==> src/rtl/dma_chan_pkg.sv <==
package dma_chan_pkg;

  localparam int MODE_W = 8;

  typedef enum logic [1:0] {
    SVC_DEMAND  = 2'b00,
    SVC_SINGLE  = 2'b01,
    SVC_BLOCK   = 2'b10,
    SVC_CASCADE = 2'b11
  } svc_mode_e;

  typedef enum logic [1:0] {
    XT_VERIFY   = 2'b00,
    XT_TO_MEM   = 2'b01,
    XT_FROM_MEM = 2'b10,
    XT_ILLEGAL  = 2'b11
  } xfer_type_e;

  // Field order mirrors mode byte bits 7:2.
  typedef struct packed {
    svc_mode_e  svc;
    logic       down;
    logic       autoinit;
    xfer_type_e xt;
  } chan_mode_t;

endpackage

==> src/rtl/dma_mode_reg.sv <==
module dma_mode_reg
  import dma_chan_pkg::*;
(
  input  logic              clk,
  input  logic              rst,
  input  logic              wr,
  input  logic [MODE_W-1:0] wdata,
  output chan_mode_t        mode,
  output logic              mem_wr_en,
  output logic              mem_rd_en
);

  chan_mode_t nxt_mode;

  always_comb begin
    nxt_mode = chan_mode_t'(wdata[MODE_W-1:2]);
  end

  always_ff @(posedge clk) begin
    if (rst) begin
      mode      <= '0;
      mem_wr_en <= 1'b0;
      mem_rd_en <= 1'b0;
    end else if (wr) begin
      mode      <= nxt_mode;
      mem_wr_en <= (nxt_mode.xt == XT_TO_MEM);
      mem_rd_en <= (nxt_mode.xt == XT_FROM_MEM);
    end
  end

endmodule

==> src/rtl/dma_addr_unit.sv <==
module dma_addr_unit #(
  parameter int AW = 16
) (
  input  logic          clk,
  input  logic          rst,
  input  logic          load,
  input  logic [AW-1:0] ldata,
  input  logic          adv,
  input  logic          down,
  input  logic          reload,
  output logic [AW-1:0] cur_addr
);

  localparam logic [AW-1:0] ONE = {{(AW-1){1'b0}}, 1'b1};

  logic [AW-1:0] base_addr;
  logic [AW-1:0] stepped;

  always_comb begin
    stepped = down ? (cur_addr - ONE) : (cur_addr + ONE);
  end

  always_ff @(posedge clk) begin
    if (rst) begin
      base_addr <= '0;
      cur_addr  <= '0;
    end else if (load) begin
      base_addr <= ldata;
      cur_addr  <= ldata;
    end else if (adv) begin
      cur_addr  <= reload ? base_addr : stepped;
    end
  end

endmodule

==> src/rtl/dma_count_unit.sv <==
module dma_count_unit #(
  parameter int CW = 16
) (
  input  logic          clk,
  input  logic          rst,
  input  logic          load,
  input  logic [CW-1:0] ldata,
  input  logic          adv,
  input  logic          autoinit,
  output logic [CW-1:0] cur_count,
  output logic          tc_hit
);

  localparam logic [CW-1:0] ONE = {{(CW-1){1'b0}}, 1'b1};

  logic [CW-1:0] base_count;

  always_comb begin
    tc_hit = adv && (cur_count == '0);
  end

  always_ff @(posedge clk) begin
    if (rst) begin
      base_count <= '0;
      cur_count  <= '0;
    end else if (load) begin
      base_count <= ldata;
      cur_count  <= ldata;
    end else if (adv) begin
      cur_count  <= (tc_hit && autoinit) ? base_count : (cur_count - ONE);
    end
  end

endmodule

==> src/rtl/dma_tc_unit.sv <==
module dma_tc_unit (
  input  logic clk,
  input  logic rst,
  input  logic tc_hit,
  input  logic autoinit,
  input  logic clr,
  output logic tc_pulse,
  output logic mask_set,
  output logic tc_flag
);

  always_ff @(posedge clk) begin
    if (rst) begin
      tc_pulse <= 1'b0;
      mask_set <= 1'b0;
      tc_flag  <= 1'b0;
    end else begin
      tc_pulse <= tc_hit;
      mask_set <= tc_hit && !autoinit;
      if (tc_hit)   tc_flag <= 1'b1;
      else if (clr) tc_flag <= 1'b0;
    end
  end

endmodule

==> src/rtl/dma_chan_engine.sv <==
module dma_chan_engine
  import dma_chan_pkg::*;
#(
  parameter int AW = 16,
  parameter int CW = 16
) (
  input  logic              clk,
  input  logic              rst,
  input  logic              host_wr_addr,
  input  logic [AW-1:0]     host_addr_wdata,
  input  logic              host_wr_count,
  input  logic [CW-1:0]     host_count_wdata,
  input  logic              host_wr_mode,
  input  logic [MODE_W-1:0] host_mode_wdata,
  input  logic              status_clr,
  input  logic              step,
  input  logic              dreq_in,
  input  logic              dack_in,
  output logic [AW-1:0]     cur_addr,
  output logic [CW-1:0]     cur_count,
  output logic              tc_pulse,
  output logic              mask_set,
  output logic              tc_flag,
  output logic [1:0]        xfer_type,
  output logic              mem_wr_en,
  output logic              mem_rd_en,
  output logic [1:0]        svc_mode,
  output logic              cascade_req,
  output logic              cascade_ack
);

  chan_mode_t mode;
  logic       is_cascade;
  logic       host_busy;
  logic       adv;
  logic       tc_hit;

  dma_mode_reg u_mode (
    .clk       (clk),
    .rst       (rst),
    .wr        (host_wr_mode),
    .wdata     (host_mode_wdata),
    .mode      (mode),
    .mem_wr_en (mem_wr_en),
    .mem_rd_en (mem_rd_en)
  );

  always_comb begin
    is_cascade = (mode.svc == SVC_CASCADE);
    host_busy  = host_wr_addr || host_wr_count || host_wr_mode;
    adv        = step && !is_cascade && !host_busy;
    xfer_type  = mode.xt;
    svc_mode   = mode.svc;
  end

  dma_count_unit #(.CW(CW)) u_count (
    .clk       (clk),
    .rst       (rst),
    .load      (host_wr_count),
    .ldata     (host_count_wdata),
    .adv       (adv),
    .autoinit  (mode.autoinit),
    .cur_count (cur_count),
    .tc_hit    (tc_hit)
  );

  dma_addr_unit #(.AW(AW)) u_addr (
    .clk      (clk),
    .rst      (rst),
    .load     (host_wr_addr),
    .ldata    (host_addr_wdata),
    .adv      (adv),
    .down     (mode.down),
    .reload   (tc_hit && mode.autoinit),
    .cur_addr (cur_addr)
  );

  dma_tc_unit u_tc (
    .clk      (clk),
    .rst      (rst),
    .tc_hit   (tc_hit),
    .autoinit (mode.autoinit),
    .clr      (status_clr),
    .tc_pulse (tc_pulse),
    .mask_set (mask_set),
    .tc_flag  (tc_flag)
  );

  always_ff @(posedge clk) begin
    if (rst) begin
      cascade_req <= 1'b0;
      cascade_ack <= 1'b0;
    end else begin
      cascade_req <= is_cascade && dreq_in;
      cascade_ack <= is_cascade && dack_in;
    end
  end

endmodule

==> config.mk <==
export PLATFORM = sky130hd
export DESIGN_NAME = dma_chan_engine
export DESIGN_NICKNAME = d
export VERILOG_FILES = /design/src/rtl/dma_chan_pkg.sv /design/src/rtl/dma_mode_reg.sv /design/src/rtl/dma_addr_unit.sv /design/src/rtl/dma_count_unit.sv /design/src/rtl/dma_tc_unit.sv /design/src/rtl/dma_chan_engine.sv
export SDC_FILE = /design/constraint.sdc
export NUM_CORES = 1
export LEC_CHECK = 0
export CAP_MARGIN = 20
export CORE_AREA = 2 2 77 115
export CTS_CLUSTER_DIAMETER = 50
export CTS_CLUSTER_SIZE = 14
export DETAILED_ROUTE_END_ITERATION = 16
export DIE_AREA = 0 0 79 117
export GPL_TIMING_DRIVEN = 0
export HOLD_SLACK_MARGIN = 0.03
export PLACE_DENSITY = 0.86
export REMOVE_ABC_BUFFERS = 1
export SLEW_MARGIN = 30
export SYNTH_ARGS = -nofsm -noshare
export SYNTH_HDL_FRONTEND = slang
export SYNTH_SLANG_ARGS = --single-unit
==> constraint.sdc <==
create_clock -name clk -period 2.8 [get_ports clk]
set_input_delay 0.42 -clock clk [delete_from_list [all_inputs] [get_ports clk]]
set_output_delay 0.42 -clock clk [all_outputs]
set_load 0.005 [all_outputs]
==> results of run 1 <==
==> critical path: stages <==
cell and delay [ns]:
clkdlybuf4s50_1 0.69, nand4b_1 0.80, nor2_4 0.51, nor3_1 0.12, a2111oi_2 0.27
==> through the flow <==
stage	hold WS, ns	util [%]	setup TNS (ns)	std cells
floorplan	0.4403	-	0	452
global placement	0.4561	60.24	-49.02	648
detailed placement	0.4659	60.90	-5.891	651
CTS	0.4729	64.94	0	668
global route	0.4942	65.19	-0.007200	669
finish	0.4776	65.19	0	669
==> cell type report <==
cell class	instances	area, um^2
multi-input cells	369	2449
repair buffers	92	945.9
clock inverters	6	87.58
well taps	107	133.9
fillers	724	2893
flip-flops and latches	77	1543
clock buffers	10	229.0
inverters	8	30.03
==> logic make-up (layout without fill, tap and decap cells) <==
group | Yosys count | count (layout) | share of synthesized area (%)
mux | 29 | 29 | 7.067
xor+xnor | 19 | 19 | 4.051
flops | 77 | 77 | 37.53
fa+ha+maj | 17 | 17 | 5.361
buf+inv | 37 | 116 | 3.807
compound gates | 146 | 146 | 22.72
simple gates | 156 | 158 | 19.46
==> metal layers <==
metal | GRT usage (%) | vias up | wire (um)
li1 | - | 1918 | -
met1 | 27.57 | 1924 | 4314
met2 | 45.14 | 139 | 5834
met3 | 5.982 | 25 | 676
met4 | 10.69 | 0 | 263
met5 | 0 | - | 0
==> timing repair <==
action	in CTS	in global routing
cloned	1	1
gates resized for setup	2	3
endpoints found under the hold margin	0	0
endpoints found under the setup margin	9	10
pin swaps	0	1
==> Yosys cell counts (7+ instances only) <==
cell	number	area (um^2)
o22ai_1	15	93.84
buf_1	7	26.28
dfxtp_1	77	1541
o21ai_0	19	95.09
a21oi_1	52	260.3
mux2i_1	29	290.3
xnor2_1	13	113.9
nor2_1	54	202.7
a22oi_1	9	67.56
nand3_1	8	40.04
nand2_1	37	138.9
ha_1	16	200.2
nand2b_1	16	100.1
nor3_1	9	45.04
inv_1	8	30.03
clkbuf_1	17	63.81
==> registers in the layout (all words and copies together) (netlist names) <==
register,count
u_tc.mask_set,1
u_tc.tc_pulse,1
u_mode.mode,6
u_addr.cur_addr,16
u_tc.tc_flag,1
cascade_ack,1
u_addr.base_addr,16
u_count.base_count,16
u_mode.mem_wr_en,1
u_count.cur_count,16
u_mode.mem_rd_en,1
cascade_req,1
==> how the worst max path moves through the flow <==
stage | startpoint | end | cells past startpoint
floorplan | u_count.cur_count[10]$_SDFFE_PP0P_ | u_count.cur_count[12]$_SDFFE_PP0P_ | 6
global placement | host_wr_count | u_count.cur_count[12]$_SDFFE_PP0P_ | 6
detailed placement | host_wr_mode | u_count.cur_count[12]$_SDFFE_PP0P_ | 5
CTS | u_count.cur_count[7]$_SDFFE_PP0P_ | u_count.cur_count[12]$_SDFFE_PP0P_ | 6
global route | u_count.cur_count[7]$_SDFFE_PP0P_ | u_count.cur_count[3]$_SDFFE_PP0P_ | 6
finish | host_wr_mode | u_count.cur_count[12]$_SDFFE_PP0P_ | 5
==> report_power, final <==
part / switching, uW / internal, uW / total (uW)
Clock: 460 / 778 / 1240
Sequential: 65.1 / 1160 / 1220
Combinational: 254 / 278 / 532
Total: 779 / 2220 / 3000
==> Implementation_results.wiki, run 1 <==
{| class="wikitable"
! Metric !! Value
|-
| Synth async-reset ratio || 0%
|-
| Cts bufs inserted || 9
|-
| Number of I/O port buffers || 89
|-
| Antenna violations before repair || 0
|-
| YS warnings || 0
|-
| Initial detailed-routing violation count || 342
|-
| Post-route clock skew || 0.005853 ns
|-
| I/O pins || 92
|-
| Final worst path period need || 2.571 ns
|-
| Data arrival at the endpoint of the critical path || 2.82 ns
|-
| Buffer levels on the longest clock path || 2
|-
| Post-Place Worst Slack || -0.6219 ns
|-
| Signed area change from the synthesized netlist to the final layout || 31.89%
|-
| Netlist area before placement || 4108 um^2
|-
| Remaining antenna violation count || 0
|-
| Register-to-register setup slack || 0.25 ns
|-
| Leakage dissipation || 0.002111 uW
|-
| Share of the cycle needed by the critical path after routing || 91.83%
|-
| Final weighted congestion in routability-driven placement || 0.9530
|-
| Setup fix buffers added after clock tree synthesis || 0
|-
| Cell area after placement || 5061 um^2
|-
| CTS root buffer || clkbuf_16
|-
| Largest driver fanout on the critical path || 13
|-
| Hold endpoint || u_count.base_count[12]$_SDFFE_PP0P_
|-
| Length in cells of the worst reg-to-reg path || 8
|-
| Post-synthesis average cell area || 8.540 um^2
|-
| Count of state elements after synthesis || 77
|-
| Hold Fails Final Rpt || 0
|-
| Detailed-route DRC error count || 0
|-
| Detailed Routing Iterations Pass 1 || 6
|-
| Leading cell type in the layout, fill and taps excluded || clkdlybuf4s50_1
|-
| Most used cells in the layout excluding fill and tap cells || clkdlybuf4s50_1, dfxtp_1, nor2_1
|-
| Path type of the worst setup path || in -> reg
|-
| Die Width || 79 um
|-
| Vias in the first global route || 3909
|-
| Number of distinct standard cells referenced by the synthesized netlist || 59
|-
| Floorplan die area || 9243 um^2
|-
| Max Freq || 0.3889 GHz
|-
| Number of rows created at floorplan || 41
|-
| Detail Placement HPWL || 7469 um
|-
| Number of cells produced by synthesis || 481
|-
| Via count || 4006
|-
| Post-synth EDFFs || 0
|-
| Startpoint of the worst hold path || u_count.base_count[12]$_SDFFE_PP0P_
|-
| Gr ovfl total || 0
|-
| Required time of the worst setup path || 3.04 ns
|-
| Number of max-capacitance violations reported || 0
|-
| Net count of the finished layout || 623
|-
| Finished layout cell area || 5418 um^2
|-
| Most used flip-flop cell after synthesis || dfxtp_1
|-
| Core area || 8310 um^2
|-
| Max-slew headroom at the worst pin || 46.81%
|-
| Final routed wirelength across all metal layers || 11090 um
|-
| Largest net degree at the start of global routing || 44
|-
| Cell area power density || 552.9 nW/um^2
|-
| Source-to-sink clock delay at the later pin of the worst-skew pair || 0.34 ns
|-
| # setup viols final || 0
|-
| Wire length of the first global-routing pass || 18150 um
|-
| Cells on Worst Hold Path || 2
|-
| Maximum level of the CTS H-tree || 3
|-
| Critical Path Start Type || primary input
|-
| Endpoint of the most critical register-to-register path || u_addr.cur_addr[11]$_SDFFE_PP0P_
|-
| Number of antenna cells inserted || 0
|-
| Ratio of cells with drive above 1 in the final layout || 6.406%
|-
| VDD IR-drop max || 0.4617 mV
|-
| Clk slew on worst S/H paths || 0.06 ns
|-
| Starting Density || 49.43%
|-
| Beginning of the worst register-to-register path || u_mode.mode[3]$_SDFFE_PP0P_
|-
| Outcome || finished clean
|-
| Type of the worst min-delay path || reg -> reg
|-
| Total track usage || 24.87%
|-
| Final worst-path setup slack || 0.2288 ns
|-
| Proportion of synthesized chip area in sequential cells || 37.53%
|-
| Hold buffer count at CTS || 0
|-
| TritonCTS clock tree || built
|-
| Clk sink count || 77
|-
| Overall Power || 2995 uW
|-
| Via-per-instance ratio || 5.988
|-
| Slew at the pin closest to its max-slew limit || 0.7949 ns
|-
| Final number of max-transition violations || 0
|-
| Worst Setup End Kind || flop
|-
| Die height || 117 um
|-
| Average wire per standard cell || 16.58 um
|}
(Power assumes the default switching activity.)
==> run 2, diff against run 1 <==
Settings changed: MAX_ROUTING_LAYER from default to met4, SKIP_CTS_REPAIR_TIMING from default to 1.
==> Implementation_results.wiki, run 2 (synthesized netlist as in run 1, its figures left out) <==
{| class="wikitable"
! Metric !! Value
|-
| Remaining antenna violation count || 0
|-
| TritonCTS clock tree || built
|-
| Starting Density || 49.43%
|-
| Length in cells of the worst reg-to-reg path || 8
|-
| Max Freq || 0.3864 GHz
|-
| Buffer levels on the longest clock path || 2
|-
| Net Switching || 770.0 uW
|-
| Number of max-capacitance violations reported || 0
|-
| Hold Fails Final Rpt || 0
|-
| Critical Path Start Type || flop
|-
| Core area || 8310 um^2
|-
| I/O pins || 92
|-
| Detail Placement HPWL || 7561 um
|-
| Clk sink count || 77
|-
| Max-slew headroom at the worst pin || 47.21%
|-
| Wire length of the first global-routing pass || 17730 um
|-
| Vias in the first global route || 3825
|-
| Pint || 2214 uW
|-
| Worst Setup End Kind || flop
|-
| Outcome || finished clean
|-
| Detailed Routing Iterations Pass 1 || 5
|-
| CP endpoint || u_addr.cur_addr[14]$_SDFFE_PP0P_
|-
| Source-to-sink clock delay at the later pin of the worst-skew pair || 0.35 ns
|-
| Required time of the worst setup path || 3.02 ns
|-
| Register-to-register setup slack || 0.21 ns
|-
| Net switching share of the total power || 25.81%
|-
| Number of rows created at floorplan || 41
|-
| Share of total power in the clock network || 41.2%
|-
| Start point of the critical path || u_mode.mode[3]$_SDFFE_PP0P_
|-
| Number of I/O port buffers || 89
|-
| Total track usage || 25.20%
|-
| Detailed-route DRC error count || 0
|-
| Slew at the pin closest to its max-slew limit || 0.7890 ns
|-
| Path type of the worst setup path || reg -> reg
|-
| Post-Route Hold Slack || 0.4694 ns
|-
| Via-per-instance ratio || 5.972
|-
| CTS root buffer || clkbuf_16
|-
| Final number of max-transition violations || 0
|-
| RSZ-0062 raised after global routing || true
|-
| Final worst path period need || 2.588 ns
|-
| Most used cells in the layout excluding fill and tap cells || clkdlybuf4s50_1, dfxtp_1, nor2_1
|-
| VDD IR-drop max || 0.3678 mV
|-
| Initial detailed-routing violation count || 243
|-
| Cells on Worst Hold Path || 2
|-
| Leakage dissipation || 0.002119 uW
|-
| # setup viols final || 0
|-
| Die Width || 79 um
|-
| Cts bufs inserted || 9
|-
| Die height || 117 um
|-
| Largest driver fanout on the critical path || 17
|-
| Cell area after placement || 5061 um^2
|-
| Final weighted congestion in routability-driven placement || 0.9573
|-
| Beginning of the worst register-to-register path || u_mode.mode[3]$_SDFFE_PP0P_
|-
| Endpoint of the most critical register-to-register path || u_addr.cur_addr[14]$_SDFFE_PP0P_
|-
| Comb power frac || 17.7%
|-
| Part of the total power dissipated in sequential elements || 41.1%
|-
| Net count of the finished layout || 622
|-
| Clk slew on worst S/H paths || 0.06 ns
|-
| Data arrival at the endpoint of the critical path || 2.80 ns
|-
| Cell area power density || 553.0 nW/um^2
|-
| Signed area change from the synthesized netlist to the final layout || 31.34%
|-
| Gr ovfl total || 0
|-
| Leading cell type in the layout, fill and taps excluded || clkdlybuf4s50_1
|-
| Type of the worst min-delay path || reg -> reg
|-
| Maximum level of the CTS H-tree || 3
|-
| Floorplan die area || 9243 um^2
|-
| Antenna violations before repair || 0
|-
| Finished layout cell area || 5395 um^2
|-
| Share of the cycle needed by the critical path after routing || 92.43%
|-
| Via count || 3989
|-
| Ratio of cells with drive above 1 in the final layout || 6.239%
|-
| Final routed wirelength across all metal layers || 10950 um
|-
| Post-route clock skew || 0.007078 ns
|-
| Average wire per standard cell || 16.39 um
|-
| Largest net degree at the start of global routing || 44
|-
| Number of antenna cells inserted || 0
|}
==> run 2: cell types whose count changed in the layout (fill, tap and decap cells not counted), sizes merged <==
cell      previous run  this run
clkinvlp             3         0
clkinv               1         3
buf                  6         7
clkbuf              10        11
nand4                6         5
nand4b               2         1
==> run 2: final cells by class <==
type	count	area [um^2]
fill	711	2915
timing repair buffer	93	953.4
multi-input combinational	367	2427
sequential	77	1543
clock inverter	5	75.07
clock buffer	11	232.7
inverter	8	30.03
tap	107	133.9
==> run 2: power by group through the flow <==
stage | Combinational [uW] | Sequential, uW | Clock (uW)
after global placement | 498 | 1240 | 0
final | 529 | 1220 | 1230
after floorplan | 279 | 1230 | 0
after detailed placement | 518 | 1250 | 0
after CTS | 524 | 1220 | 1240
after global routing | 584 | 1230 | 1290
==> run 2: how the worst min path moves through the flow <==
stage	from	slack, ns	end
floorplan	u_count.base_count[2]$_SDFFE_PP0P_	0.44	u_count.base_count[2]$_SDFFE_PP0P_
global placement	u_mode.mem_rd_en$_SDFFE_PP0P_	0.46	u_mode.mem_rd_en$_SDFFE_PP0P_
global route	u_count.base_count[12]$_SDFFE_PP0P_	0.49	u_count.base_count[12]$_SDFFE_PP0P_
finish	u_tc.tc_flag$_SDFFE_PP0P_	0.47	u_tc.tc_flag$_SDFFE_PP0P_
detailed placement	u_addr.base_addr[4]$_SDFFE_PP0P_	0.46	u_addr.base_addr[4]$_SDFFE_PP0P_
CTS	u_addr.base_addr[4]$_SDFFE_PP0P_	0.47	u_addr.base_addr[4]$_SDFFE_PP0P_
==> run 2: metal layers <==
metal  vias to the layer above  global-route usage (%)  share of wire, %
li1                       1916                       -                 -
met1                      1923                   27.99                39
met2                       124                   42.66                53
met3                        26                   5.138               5.1
met4                         0                   13.10               3.0
met5                         -                       -                 0
==> run 2: metrics by stage <==
step | worst slack, ns | power [uW] | utilization [%] | TNS [ns] | std cells
floorplan | 0.3892 | 1513 | - | 0 | 452
global placement | -1.457 | 1741 | 60.24 | -48.69 | 648
detailed placement | -0.6379 | 1764 | 60.90 | -6.244 | 651
CTS | -0.3216 | 2989 | 64.60 | -1.627 | 667
global route | -0.05425 | 3103 | 64.92 | -0.05425 | 668
finish | 0.2118 | 2984 | 64.92 | 0 | 668
==> run 2: worst max-delay path: stages (launching register included) <==
cell	delay, ns
dfxtp_2	0.45
fa_1	0.49
a211oi_1	0.33
o21bai_1	0.19
o2111ai_1	0.29
a311oi_1	0.20
a31oi_1	0.25
xor2_1	0.17
o22ai_1	0.08
